<file path="src/rtl/led_ctrl_pkg.sv">
package led_ctrl_pkg;

    localparam int WORD_W    = 8;
    localparam int INIT_LEN  = 5;
    localparam int IDX_W     = 3;
    localparam int BLINK_REF = 44;

    typedef enum logic [1:0] {
        LED_ON   = 2'd0,
        LED_OFF  = 2'd1,
        LED_SLOW = 2'd2,
        LED_FAST = 2'd3
    } led_code_e;

    typedef enum logic [2:0] {
        SQ_INIT,
        SQ_RUN,
        SQ_SHUT,
        SQ_OFF,
        SQ_DEAD
    } seq_state_e;

    typedef struct packed {
        logic [7:0]        reg_ofs;
        logic [WORD_W-1:0] data;
    } wr_cmd_t;

    localparam logic [7:0] LED_REG = 8'd5;

    function automatic logic [WORD_W-1:0] put_field(input logic [WORD_W-1:0] w,
                                                    input int ch,
                                                    input led_code_e code);
        logic [WORD_W-1:0] r;
        r = w;
        r[2*ch +: 2] = code;
        return r;
    endfunction

    localparam logic [WORD_W-1:0] INIT_WORD = put_field(8'h00, 3, LED_OFF);
    localparam logic [WORD_W-1:0] OFF_WORD  = put_field(put_field(8'h00, 0, LED_OFF), 1, LED_OFF);

    function automatic wr_cmd_t init_cmd(input logic [IDX_W-1:0] idx);
        wr_cmd_t c;
        case (idx)
            3'd0:    c = '{reg_ofs: 8'd1, data: 8'(BLINK_REF)};
            3'd1:    c = '{reg_ofs: 8'd2, data: 8'h80};
            3'd2:    c = '{reg_ofs: 8'd3, data: 8'(BLINK_REF / 5)};
            3'd3:    c = '{reg_ofs: 8'd4, data: 8'h80};
            default: c = '{reg_ofs: LED_REG, data: INIT_WORD};
        endcase
        return c;
    endfunction

endpackage

</file>
<file path="src/rtl/led_tick_timer.sv">
module led_tick_timer #(
    parameter int TICK_CYCLES = 125_000_000
) (
    input  logic clk,
    input  logic rst,
    input  logic active,
    input  logic arm,
    input  logic keep,
    output logic tick
);
    localparam int CW = $clog2(TICK_CYCLES + 1);
    localparam logic [CW-1:0] RELOAD = CW'(TICK_CYCLES - 1);

    logic          pend;
    logic [CW-1:0] cnt;

    assign tick = active && pend && (cnt == '0);

    always_ff @(posedge clk) begin
        if (rst || !active) begin
            pend <= 1'b0;
            cnt  <= '0;
        end else if (tick) begin
            pend <= keep || arm;
            cnt  <= RELOAD;
        end else if (pend) begin
            cnt  <= cnt - 1'b1;
        end else if (arm) begin
            pend <= 1'b1;
            cnt  <= RELOAD;
        end
    end

    p_tick_gap_r9: assert property (@(posedge clk) disable iff (rst)
        tick |=> !tick);

    p_stop_quiet_r8: assert property (@(posedge clk) disable iff (rst)
        (tick && !keep && !arm) |=> !tick);

endmodule

</file>
<file path="src/rtl/led_word_update.sv">
module led_word_update
    import led_ctrl_pkg::*;
#(
    parameter int NUM_CH = 4
) (
    input  logic              clk,
    input  logic              rst,
    input  logic              active,
    input  logic              tick,
    input  logic [NUM_CH-1:0] link_up,
    input  logic [NUM_CH-1:0] rx_pulse,
    input  logic [NUM_CH-1:0] tx_pulse,
    input  logic [NUM_CH-1:0] mode_reset,
    input  logic [NUM_CH-1:0] mode_normal,
    output logic [WORD_W-1:0] desired
);
    logic [NUM_CH-1:0] seen;
    logic [WORD_W-1:0] next_word;

    always_comb begin
        next_word = desired;
        if (tick) begin
            for (int c = 0; c < NUM_CH; c++) begin
                if (!link_up[c])
                    next_word = put_field(next_word, c, LED_ON);
                else if (seen[c])
                    next_word = put_field(next_word, c, LED_FAST);
                else
                    next_word = put_field(next_word, c, LED_SLOW);
            end
        end
        for (int c = 0; c < NUM_CH; c++) begin
            if (mode_reset[c])
                next_word = put_field(next_word, c, LED_ON);
            else if (mode_normal[c])
                next_word = put_field(next_word, c, LED_SLOW);
        end
    end

    always_ff @(posedge clk) begin
        if (rst) begin
            desired <= INIT_WORD;
            seen    <= '0;
        end else begin
            seen <= (tick ? '0 : seen) | rx_pulse | tx_pulse;
            if (active)
                desired <= next_word;
        end
    end

    for (genvar c = 0; c < NUM_CH; c++) begin : g_chk
        p_rst_on_r6: assert property (@(posedge clk) disable iff (rst)
            (active && mode_reset[c]) |=> desired[2*c +: 2] == 2'(LED_ON));
        p_idle_hold_r1: assert property (@(posedge clk) disable iff (rst)
            (!tick && !mode_reset[c] && !mode_normal[c]) |=> $stable(desired[2*c +: 2]));
    end

endmodule

</file>
<file path="src/rtl/led_write_seq.sv">
module led_write_seq
    import led_ctrl_pkg::*;
(
    input  logic              clk,
    input  logic              rst,
    input  logic [WORD_W-1:0] desired,
    input  logic              shut_req,
    input  logic              wr_done,
    input  logic              wr_err,
    output logic              wr_req,
    output logic [7:0]        wr_reg,
    output logic [WORD_W-1:0] wr_data,
    output logic              active
);
    seq_state_e        state;
    logic [IDX_W-1:0]  idx;
    logic              req;
    wr_cmd_t           cmd;
    logic [WORD_W-1:0] cache;
    logic              shut_pend;

    assign active  = (state == SQ_INIT) || (state == SQ_RUN);
    assign wr_req  = req;
    assign wr_reg  = cmd.reg_ofs;
    assign wr_data = cmd.data;

    always_ff @(posedge clk) begin
        if (rst) begin
            state     <= SQ_INIT;
            idx       <= '0;
            req       <= 1'b0;
            cmd       <= '0;
            cache     <= '0;
            shut_pend <= 1'b0;
        end else begin
            if (active && shut_req)
                shut_pend <= 1'b1;
            if (req) begin
                if (wr_done || wr_err) begin
                    req <= 1'b0;
                    if (wr_done && cmd.reg_ofs == LED_REG)
                        cache <= cmd.data;
                    case (state)
                        SQ_INIT: begin
                            if (wr_err)
                                state <= SQ_DEAD;
                            else if (idx == IDX_W'(INIT_LEN - 1))
                                state <= SQ_RUN;
                            else
                                idx <= idx + 1'b1;
                        end
                        SQ_SHUT: state <= SQ_OFF;
                        default: ;
                    endcase
                end
            end else begin
                case (state)
                    SQ_INIT: begin
                        req <= 1'b1;
                        cmd <= init_cmd(idx);
                    end
                    SQ_RUN: begin
                        if (shut_pend) begin
                            if (cache == OFF_WORD) begin
                                state <= SQ_OFF;
                            end else begin
                                req   <= 1'b1;
                                cmd   <= '{reg_ofs: LED_REG, data: OFF_WORD};
                                state <= SQ_SHUT;
                            end
                        end else if (desired != cache) begin
                            req <= 1'b1;
                            cmd <= '{reg_ofs: LED_REG, data: desired};
                        end
                    end
                    default: ;
                endcase
            end
        end
    end

    p_hold_r4: assert property (@(posedge clk) disable iff (rst)
        (req && !wr_done && !wr_err) |=> req && $stable(wr_reg) && $stable(wr_data));

    p_gap_r4: assert property (@(posedge clk) disable iff (rst)
        (req && (wr_done || wr_err)) |=> !req);

    p_skip_same_r5: assert property (@(posedge clk) disable iff (rst)
        ($rose(req) && state == SQ_RUN) |-> wr_data != cache);

    p_silent_r10: assert property (@(posedge clk) disable iff (rst)
        (state == SQ_OFF || state == SQ_DEAD) |-> !req);

    p_reg_range_r2: assert property (@(posedge clk) disable iff (rst)
        req |-> (wr_reg >= 8'd1 && wr_reg <= LED_REG));

endmodule

</file>
<file path="src/rtl/chan_led_ctrl.sv">
module chan_led_ctrl
    import led_ctrl_pkg::*;
#(
    parameter int         NUM_CH      = 4,
    parameter int         TICK_CYCLES = 125_000_000,
    parameter logic [6:0] DRV_ADDR    = 7'h62
) (
    input  logic              clk,
    input  logic              rst,
    input  logic [NUM_CH-1:0] link_up,
    input  logic [NUM_CH-1:0] rx_pulse,
    input  logic [NUM_CH-1:0] tx_pulse,
    input  logic [NUM_CH-1:0] mode_reset,
    input  logic [NUM_CH-1:0] mode_normal,
    input  logic              shut_req,
    output logic              wr_req,
    output logic [6:0]        wr_addr,
    output logic [7:0]        wr_reg,
    output logic [7:0]        wr_data,
    input  logic              wr_done,
    input  logic              wr_err
);
    logic              active;
    logic              tick;
    logic [WORD_W-1:0] desired;

    assign wr_addr = DRV_ADDR;

    led_tick_timer #(.TICK_CYCLES(TICK_CYCLES)) u_timer (
        .clk    (clk),
        .rst    (rst),
        .active (active),
        .arm    (|mode_normal),
        .keep   (|link_up),
        .tick   (tick)
    );

    led_word_update #(.NUM_CH(NUM_CH)) u_word (
        .clk         (clk),
        .rst         (rst),
        .active      (active),
        .tick        (tick),
        .link_up     (link_up),
        .rx_pulse    (rx_pulse),
        .tx_pulse    (tx_pulse),
        .mode_reset  (mode_reset),
        .mode_normal (mode_normal),
        .desired     (desired)
    );

    led_write_seq u_seq (
        .clk      (clk),
        .rst      (rst),
        .desired  (desired),
        .shut_req (shut_req),
        .wr_done  (wr_done),
        .wr_err   (wr_err),
        .wr_req   (wr_req),
        .wr_reg   (wr_reg),
        .wr_data  (wr_data),
        .active   (active)
    );

    p_addr_r11: assert property (@(posedge clk) disable iff (rst)
        wr_req |-> wr_addr == 7'h62);

endmodule

</file>
<file path="config.mk">
export PLATFORM = sky130hd
export DESIGN_NAME = chan_led_ctrl
export DESIGN_NICKNAME = d
export VERILOG_FILES = /design/src/rtl/led_ctrl_pkg.sv /design/src/rtl/led_tick_timer.sv /design/src/rtl/led_word_update.sv /design/src/rtl/led_write_seq.sv /design/src/rtl/chan_led_ctrl.sv
export SDC_FILE = /design/constraint.sdc
export NUM_CORES = 1
export LEC_CHECK = 0
export ABC_AREA = 1
export BUFFER_PORTS_ARGS = -buffer_cell sky130_fd_sc_hd__buf_2
export CORE_ASPECT_RATIO = 1.5
export CORE_UTILIZATION = 30
export CTS_BUF_LIST = sky130_fd_sc_hd__clkbuf_2
export CTS_CLUSTER_DIAMETER = 80
export DETAILED_ROUTE_END_ITERATION = 16
export GPL_TIMING_DRIVEN = 0
export PLACE_DENSITY = 0.44
export SYNTH_ARGS = -nofsm -noshare
export SYNTH_HDL_FRONTEND = slang
export SYNTH_SLANG_ARGS = --single-unit
</file>
<file path="constraint.sdc">
create_clock -name clk -period 1.6 [get_ports clk]
set_input_delay 0.32 -clock clk [delete_from_list [all_inputs] [get_ports clk]]
set_output_delay 0.32 -clock clk [all_outputs]
set_load 0.02 [all_outputs]
</file>
==> flow_metrics.py, run 1 <==
metrics = {
    "grt": {
        "grt_max_degree": 17,
        "grt_pass1_wl_mm": 17.69,
        "overflow": 0,
        "grtUsageTotal_pct": 17.89,
        "antenna_found_initial": 1,
        "grt_pass1_vias": 3614,
    },
    "final_layout": {
        "largest_register": "u_timer.cnt",
        "n_fill_cell": 1290,
        "multiInputGateArea_um2": 2344,
        "drive_above_1_share_pct": 34.70,
        "seqCellArea_um2": 1393,
        "layout.nets": 684,
        "final_area_um2": 5057,
        "area_growth_pct": 34.15,
        "largest_reg_flops": 27,
    },
    "hold_path": {
        "min_path_cells": 3,
        "hold_path_class": "in2reg",
    },
    "sta": {
        "fmax_mhz": 628.1,
        "setup_viol": 0,
        "final.setup_skew_ns": 0.02290,
        "tightest_slew_ns": 0.5659,
        "slew_viol_final": 0,
        "max-slew-margin-rel_pct": 62.27,
        "min_period_ns": 1.592,
        "setup_slack_ns": 0.007893,
        "rsz0062_at_grt": "yes",
        "hold_violations": 0,
        "period_share_pct": 99.51,
    },
    "synthesis": {
        "synthTopCellsByArea": "dfxtp_1 36%, nand2_1 11%, nor2_1 9.2%",
        "yosysUniqueCellTypes": 36,
        "synth_cells": 570,
        "avgSynthCellArea_um2": 6.614,
        "synth_top_cells_by_count": "110 x nand2_1, 92 x nor2_1, 80 x inv_1",
        "syn_area_um2": 3770,
        "synth_seq_cells": 67,
        "synthFlopType": "dfxtp_1",
        "yosysWarnings": 0,
        "yosys.area.top_type_share_pct": 35.58,
        "ys_seq_area_share_pct": 35.58,
        "synth_edf_count": 0,
        "synthArstFlopShare_pct": 0,
        "synth_top_area_cell": "dfxtp_1",
        "yosysMostFrequentCell": "nand2_1",
    },
    "worst_setup_path": {
        "max_stage_delay_ns": 0.37,
        "end_kind": "register",
        "arrival_ns": 2.03,
        "worstSetupStartpointType": "register",
        "crit_required_ns": 2.03,
        "worstPathCellList": "inv_1, nand2_2, nor2_2, nand3_4, nor2_8, buf_12, inv_8, nand2_4, nand2_2, nand2_1, a21oi_1",
        "crit_fanout": 6,
        "cpMostUsedCell": "nand2_2",
        "reg2regPathDepth": 11,
        "crit_slowest_cell": "dfxtp_1",
        "crit_type": "reg2reg",
    },
    "routing": {
        "first_iter_violations": 104,
        "vias_per_cell": 4.667,
        "routed_wl_mm": 11.36,
        "ant_nets": 0,
        "routedWlPerCell_um": 14.01,
        "first_pass_iters": 4,
        "vias": 3785,
        "route.detailed.drc": 0,
    },
    "placed_design": {
        "io_buffers": 35,
        "hpwl_mm": 8.318,
        "dpl_cell_area_um2": 4174,
        "gp_congestion": 0.8821,
        "pre_cts_slack_ns": -0.3341,
    },
    "clock_tree": {
        "tritoncts_num_sinks": 67,
        "h-tree-depth": 3,
        "clock_tree.buffer_depth": 2,
        "cts_buffers": 9,
        "path_clk_slew_ns": 0.21,
        "cts_tree": "built",
        "root_buffer": "clkbuf_2",
        "clock_latency_ns": 0.54,
    },
    "floorplanning": {
        "die_w_um": 93.53,
        "die_area_um2": 13030,
        "row_count": 49,
        "fp.coreArea_um2": 12140,
        "io_pins": 49,
        "die_y_um": 139.3,
        "initial_core_util_pct": 31.06,
    },
    "flow_run": {
        "cap_violations": 0,
    },
    "power_and_ir_drop": {
        "powerDensity_nw_per_um2": 1295,
        "power_leakage_nw": 2.259,
        "power_w": 0.006551,
        "peakVddDrop_mv": 0.5093,
    },
    "run_status": {
        "status": "finished, final reports clean",
    },
}
## cells in the final DEF (no fill, tap or decap), types with 3 or more instances in the layout
cell type / n
inv_2: 11
o21ai_1: 6
buf_6: 7
a31oi_2: 3
clkbuf_2: 10
or2_2: 3
nand3_2: 7
a21oi_1: 40
buf_4: 29
clkbuf_1: 3
nand2_2: 14
buf_2: 36
nor2_1: 71
nand3_1: 19
xnor2_1: 6
nand2_4: 4
a21oi_2: 9
o21ai_2: 3
nand2_1: 96
o21ai_0: 40
bufinv_16: 4
dfxtp_2: 29
ha_1: 5
inv_1: 70
nor3_2: 5
dfxtp_1: 34
dlygate4sd3_1: 4
nor2_4: 15
dfxtp_4: 4
nand4_1: 14
conb_1: 12
nor2_2: 14
## per-layer routing
metal / track usage [%] / share of wire [%]
met1: 18.51 / 38
met2: 33.67 / 56
met3: 3.607 / 3.1
met4: 8.178 / 2.9
met5: 0 / 0
## stage by stage
step	instances	TNS, ns	hold slack [ns]	utilization [%]
3_5_place_dp	768	-10.11	0.4493	34.38
4_1_cts	798	-0.3840	0.002426	38.40
3_3_place_gp	768	-9.957	0.4451	34.38
6_report	811	0	0.03438	41.66
2_1_floorplan	580	0	0.4277	-
5_1_grt	811	-0.8941	0.008675	41.66
## report_power, final
group | leakage (nW) | switching (W) | internal [W]
registers | 0.565 | 0.000258 | 0.00198
logic | 1.59 | 0.00170 | 0.00108
clock network | 0.0998 | 0.000703 | 0.000826
total | 2.26 | 0.00266 | 0.00389
## layout make-up
class	instances	share of cell area, %
antenna	1	0.04948
buffer	23	3.464
clock buffer	9	0.8906
clock inverter	7	2.771
inverter	84	6.482
multi-input combinational	405	46.34
sequential	67	27.54
tap	153	3.785
timing repair buffer	62	8.684
## logic make-up (layout without fill, tap and decap cells)
logic type	after synthesis	after routing	share of synthesized area (%)
AOI/OAI and AO/OA	109	109	16.43
DFF	67	67	35.58
buffers and inverters	108	185	12.38
xor gates and xnor gates	9	9	2.091
other	2	13	0.1992
adders and majority gates	7	7	2.323
and+or+nand+nor	268	268	31.00
## critical path, delay by kind of cell (launching register included)
family	cells	cell delay [ns]
AO/OA/AOI/OAI	1	0.06
flip-flops	1	0.37
buffers and inverters	3	0.30
AND/OR/NAND/NOR	7	0.75
## path summary, 6_finish.rpt
check | from | to | slack (ns)
setup / recovery | u_timer.cnt[17]$_SDFFE_PP0P_ | u_word.desired[4]$_SDFFE_PP0P_ | 0.008
hold / removal | tx_pulse[0] | u_word.seen[0]$_SDFF_PP0_ | 0.03
setup reg to reg | u_timer.cnt[17]$_SDFFE_PP0P_ | u_word.desired[4]$_SDFFE_PP0P_ | 0.008
hold reg to reg | u_word.seen[2]$_SDFF_PP0_ | u_word.seen[2]$_SDFF_PP0_ | 0.47
## timing repair
action | CTS | global route
hold buffers | 2 | 2
hold endpoints to repair | 2 | 2
resized for setup | 45 | 114
setup buffers | 14 | 10
endpoints found under the setup margin | 62 | 61
gates cloned | 1 | 1
pin swaps | 12 | 29
(Power assumes the default switching activity.)
==> inputs of run 2 (changes only) <==
Settings changed: BUFFER_PORTS_ARGS -buffer_cell sky130_fd_sc_hd__buf_2 to default, DONT_BUFFER_PORTS from default to 1, PLACE_DENSITY 0.44 to 0.41.
Clock period 1.6 ns to 1.5 ns, I/O delays scaled along.
==> flow_metrics.py, run 2 (same netlist as run 1, synthesis figures left out) <==
metrics = {
    "floorplanning": {
        "row_count": 49,
        "die_y_um": 139.3,
        "die_w_um": 93.53,
        "fp.coreArea_um2": 12140,
        "die_area_um2": 13030,
        "io_pins": 49,
        "initial_core_util_pct": 31.06,
    },
    "run_status": {
        "violations": "setup timing",
        "status": "finished with violations",
    },
    "grt": {
        "grt_max_degree": 11,
        "overflow": 0,
        "antenna_found_initial": 1,
        "grt_pass1_vias": 3635,
        "grtUsageTotal_pct": 18.55,
        "grt_pass1_wl_mm": 18.20,
    },
    "hold_path": {
        "hold_path_class": "in2reg",
    },
    "worst_setup_path": {
        "worstPathCellList": "inv_4, ha_4, nand3_2, nor3_2, nand2_2, nor2_8, nor2_4, buf_6, buf_8, a31oi_4",
        "end_kind": "register",
        "critical_path.top_delay_family": "simple AND/OR/NAND/NOR gates",
        "arrival_ns": 2.10,
        "crit_fanout": 5,
        "crit_type": "reg2reg",
        "path_buf_inv": 3,
        "max_stage_delay_ns": 0.38,
        "crit_required_ns": 1.97,
        "worstSetupStartpointType": "register",
        "crit_slowest_cell": "dfxtp_2",
    },
    "final_layout": {
        "largest_register": "u_timer.cnt",
        "n_fill_cell": 1304,
        "final_cell_mix": "91 x nand2_1, 73 x nor2_1, 67 x inv_1, 40 x a21oi_1, 37 x o21ai_0",
        "final_area_um2": 4875,
        "area_growth_pct": 29.31,
        "layout_commonest_cell": "nand2_1",
        "layout.nets": 662,
        "drive_above_1_share_pct": 31.07,
        "largest_reg_flops": 27,
    },
    "placed_design": {
        "io_buffers": 0,
        "hpwl_mm": 8.408,
        "gp_congestion": 0.8186,
        "pre_cts_slack_ns": -0.5776,
        "dpl_cell_area_um2": 3999,
    },
    "sta": {
        "final.setup_skew_ns": 0.01437,
        "hold_violations": 0,
        "period_share_pct": 108.4,
        "max-slew-margin-rel_pct": 62.90,
        "slew_viol_final": 0,
        "setup_slack_ns": -0.1260,
        "setup_viol": 41,
        "rsz0062_at_grt": "yes",
        "tightest_slew_ns": 0.5565,
        "fmax_mhz": 615.0,
        "min_period_ns": 1.626,
    },
    "clock_tree": {
        "clock_latency_ns": 0.52,
        "cts_buffers": 9,
        "clock_tree.buffer_depth": 2,
        "cts_tree": "built",
        "tritoncts_num_sinks": 67,
        "h-tree-depth": 3,
        "path_clk_slew_ns": 0.20,
        "root_buffer": "clkbuf_2",
    },
    "power_and_ir_drop": {
        "power_w": 0.006114,
        "power_leakage_nw": 2.131,
        "powerDensity_nw_per_um2": 1254,
        "peakVddDrop_mv": 0.4320,
    },
    "routing": {
        "first_pass_iters": 4,
        "first_iter_violations": 87,
        "routed_wl_mm": 11.76,
        "route.detailed.drc": 0,
        "vias_per_cell": 4.725,
        "ant_nets": 0,
        "routedWlPerCell_um": 14.92,
        "vias": 3723,
    },
    "flow_run": {
        "cap_violations": 0,
    },
}
run 2: per-layer routing:
layer | GRT usage (%) | up-vias | share of wire [%]
met5 | 0 | - | 0
li1 | - | 1916 | -
met3 | 3.060 | 30 | 2.5
met2 | 35.45 | 68 | 57
met4 | 11.01 | 0 | 3.7
met1 | 18.10 | 1709 | 37
run 2: metrics by stage:
step	setup TNS [ns]	cells	util, %	hold WS (ns)
5_1_grt	-6.925	788	40.16	0.01823
6_report	-2.164	788	40.16	0.06358
3_3_place_gp	-16.98	733	32.94	0.4448
2_1_floorplan	0	580	-	0.4277
4_1_cts	-3.062	782	38.44	0.01136
3_5_place_dp	-16.02	733	32.94	0.4508
run 2: layout make-up:
class	instances	area, µm²	area share [%]
diodes	1	2.502	0.05133
plain buffers	24	182.7	3.747
clock buffers	11	55.05	1.129
clock inverters	4	18.77	0.3850
inverters	84	335.3	6.879
multi-input cells	405	2320	47.59
flip-flops and latches	67	1400	28.72
well taps	153	191.4	3.927
repair buffers	39	369.1	7.572
run 2: power by group:
group | switching (W) | internal, W
clock network | 0.000684 | 0.000210
logic | 0.00166 | 0.00103
registers | 0.000410 | 0.00211
run 2: timing repair:
| action | CTS | global route |
|---|---|---|
| pin swaps | 23 | 27 |
| hold endpoints to repair | 11 | 0 |
| gates resized for setup | 100 | 68 |
| setup buffers | 19 | 7 |
| hold buffers | 14 | 0 |
| cloned | 1 | 1 |
| setup endpoints to repair | 66 | 58 |
run 2: worst paths after layout:
kind                          startpoint                        endpoint  slack (ns)  cells after the start
min reg2reg    u_word.seen[2]$_SDFF_PP0_       u_word.seen[2]$_SDFF_PP0_        0.47                      2
max          u_timer.cnt[0]$_SDFFE_PP0P_     u_timer.cnt[3]$_SDFFE_PP0P_       -0.13                     10
min                       mode_normal[3]  u_word.desired[6]$_SDFFE_PP1P_        0.06                      4
max reg2reg  u_timer.cnt[0]$_SDFFE_PP0P_     u_timer.cnt[3]$_SDFFE_PP0P_       -0.13                     10
run 2: worst min-delay path, stage by stage:
cell and delay (ns):
nor2_1 0.05, nand2_4 0.08, nand3_1 0.06, nand3_1 0.08
==> inputs of run 3 (changes only) <==
Settings changed: CORE_ASPECT_RATIO 1.5 to 1.75.
==> flow_metrics.py, run 3 (same netlist as run 1, synthesis figures left out) <==
metrics = {
    "run_status": {
        "status": "finished with violations",
        "violations": "setup timing",
    },
    "floorplanning": {
        "die_y_um": 150.3,
        "row_count": 53,
        "fp.coreArea_um2": 12140,
        "die_area_um2": 13040,
        "initial_core_util_pct": 31.07,
        "io_pins": 49,
        "die_w_um": 86.74,
    },
    "sta": {
        "setup_viol": 33,
        "tightest_slew_ns": 0.6271,
        "period_share_pct": 107.8,
        "hold_violations": 0,
        "finalSetupTns_ns": -1.703,
        "slew_viol_final": 0,
        "final.setup_skew_ns": 0.02300,
        "fmax_mhz": 618.6,
        "rsz0062_at_grt": "yes",
        "min_period_ns": 1.617,
        "max-slew-margin-rel_pct": 58.19,
        "setup_slack_ns": -0.1165,
    },
    "grt": {
        "grt_max_degree": 11,
        "overflow": 0,
        "grt_pass1_wl_mm": 17.99,
        "grt_pass1_vias": 3619,
        "grtUsageTotal_pct": 18.97,
        "antenna_found_initial": 1,
    },
    "final_layout": {
        "final_cell_mix": "92 x nand2_1, 72 x nor2_1, 66 x inv_1, 39 x a21oi_1, 36 x o21ai_0",
        "n_fill_cell": 1366,
        "area_growth_pct": 31.40,
        "layout.nets": 666,
        "drive_above_1_share_pct": 32.08,
        "largest_reg_flops": 27,
        "layout_commonest_cell": "nand2_1",
        "largest_register": "u_timer.cnt",
    },
    "worst_setup_path": {
        "arrival_ns": 2.08,
        "end_kind": "register",
        "crit_required_ns": 1.96,
        "crit_fanout": 5,
        "worstSetupStartpointType": "register",
        "crit_type": "reg2reg",
    },
    "clock_tree": {
        "clock_tree.buffer_depth": 2,
        "cts_buffers": 9,
        "cts_tree": "built",
        "path_clk_slew_ns": 0.20,
        "clock_latency_ns": 0.54,
        "h-tree-depth": 3,
        "tritoncts_num_sinks": 67,
        "root_buffer": "clkbuf_2",
    },
    "placed_design": {
        "gp_congestion": 0.8397,
        "hpwl_mm": 8.761,
        "io_buffers": 0,
    },
    "routing": {
        "ant_nets": 0,
        "routedWlPerCell_um": 14.94,
        "route.detailed.drc": 0,
        "first_iter_violations": 89,
        "first_pass_iters": 4,
        "vias_per_cell": 4.699,
        "routed_wl_mm": 12.03,
        "vias": 3783,
    },
    "power_and_ir_drop": {
        "powerDensity_nw_per_um2": 1280,
        "peakVddDrop_mv": 0.4706,
        "power_w": 0.006341,
        "power_leakage_nw": 2.152,
    },
    "hold_path": {
        "hold_path_class": "in2reg",
    },
    "flow_run": {
        "cap_violations": 0,
    },
}
==> run 3: cell types whose count changed in the layout (fill, tap and decap cells not counted), sizes merged <==
cell         change
buf              +4
clkbuf           +1
clkinv           -1
dlygate4sd3      +1
==> run 3: through the flow <==
step                      util, %  worst slack (ns)  std cells  area (µm²)  hold slack, ns
after floorplan                 -           0.01108        580        3807          0.4277
after detailed placement    33.08           -0.6304        745        4014          0.4583
after global placement      33.08           -0.6464        745        4014          0.4452
after CTS                   38.72           -0.1694        797        4698        0.001393
after global routing        40.82           -0.2299        805        4954       -0.001016
final                       40.82           -0.1165        805        4954         0.04412
==> run 3: layout make-up <==
class / instances / area [µm²] / area share (%)
diodes: 1 / 2.502 / 0.05052
plain buffers: 24 / 182.7 / 3.688
clock buffers: 13 / 65.06 / 1.313
clock inverters: 3 / 15.01 / 0.3031
inverters: 84 / 332.8 / 6.719
multi-input cells: 405 / 2333 / 47.11
flip-flops and latches: 67 / 1394 / 28.14
well taps: 165 / 206.4 / 4.168
repair buffers: 43 / 421.7 / 8.512
==> run 3: metal layers <==
layer	wire length, µm	track usage, %	up-vias
li1	-	-	1926
met1	4079	16.60	1761
met2	7016	38.65	67
met3	359	4.386	29
met4	569	9.500	0
met5	0	0	-
==> run 3: final timing paths <==
| kind | to | cells past startpoint | startpoint | slack (ns) |
|---|---|---|---|---|
| max | u_timer.cnt[0]$_SDFFE_PP0P_ | 10 | u_timer.cnt[10]$_SDFFE_PP0P_ | -0.12 |
| min | u_word.desired[6]$_SDFFE_PP1P_ | 4 | mode_normal[3] | 0.04 |
| max reg2reg | u_timer.cnt[0]$_SDFFE_PP0P_ | 10 | u_timer.cnt[10]$_SDFFE_PP0P_ | -0.12 |
| min reg2reg | u_word.seen[0]$_SDFF_PP0_ | 2 | u_word.seen[0]$_SDFF_PP0_ | 0.48 |
==> run 3: timing repair <==
| action | 4_1_cts | 5_1_grt |
|---|---|---|
| resized for setup | 90 | 81 |
| setup buffers | 20 | 7 |
| endpoints found under the setup margin | 66 | 63 |
| pin swaps | 18 | 49 |
| endpoints found under the hold margin | 11 | 0 |
| gates cloned | 1 | 2 |
| hold buffers | 15 | 0 |
==> run 3: critical path, cell delays in order (launching register included) <==
cell	delay [ns]
dfxtp_2	0.40
nor2_4	0.14
nand2_2	0.12
nor2_4	0.13
nand3_4	0.12
nor2_8	0.17
nor2_4	0.08
buf_6	0.14
inv_8	0.06
o21ai_2	0.05
a21oi_1	0.13
==> run 3: power by group <==
group / switching [W] / total, W / internal [W]
combinational: 0.00172 / 0.00288 / 0.00116
sequential: 0.000423 / 0.00254 / 0.00211
clock: 0.000685 / 0.000924 / 0.000239
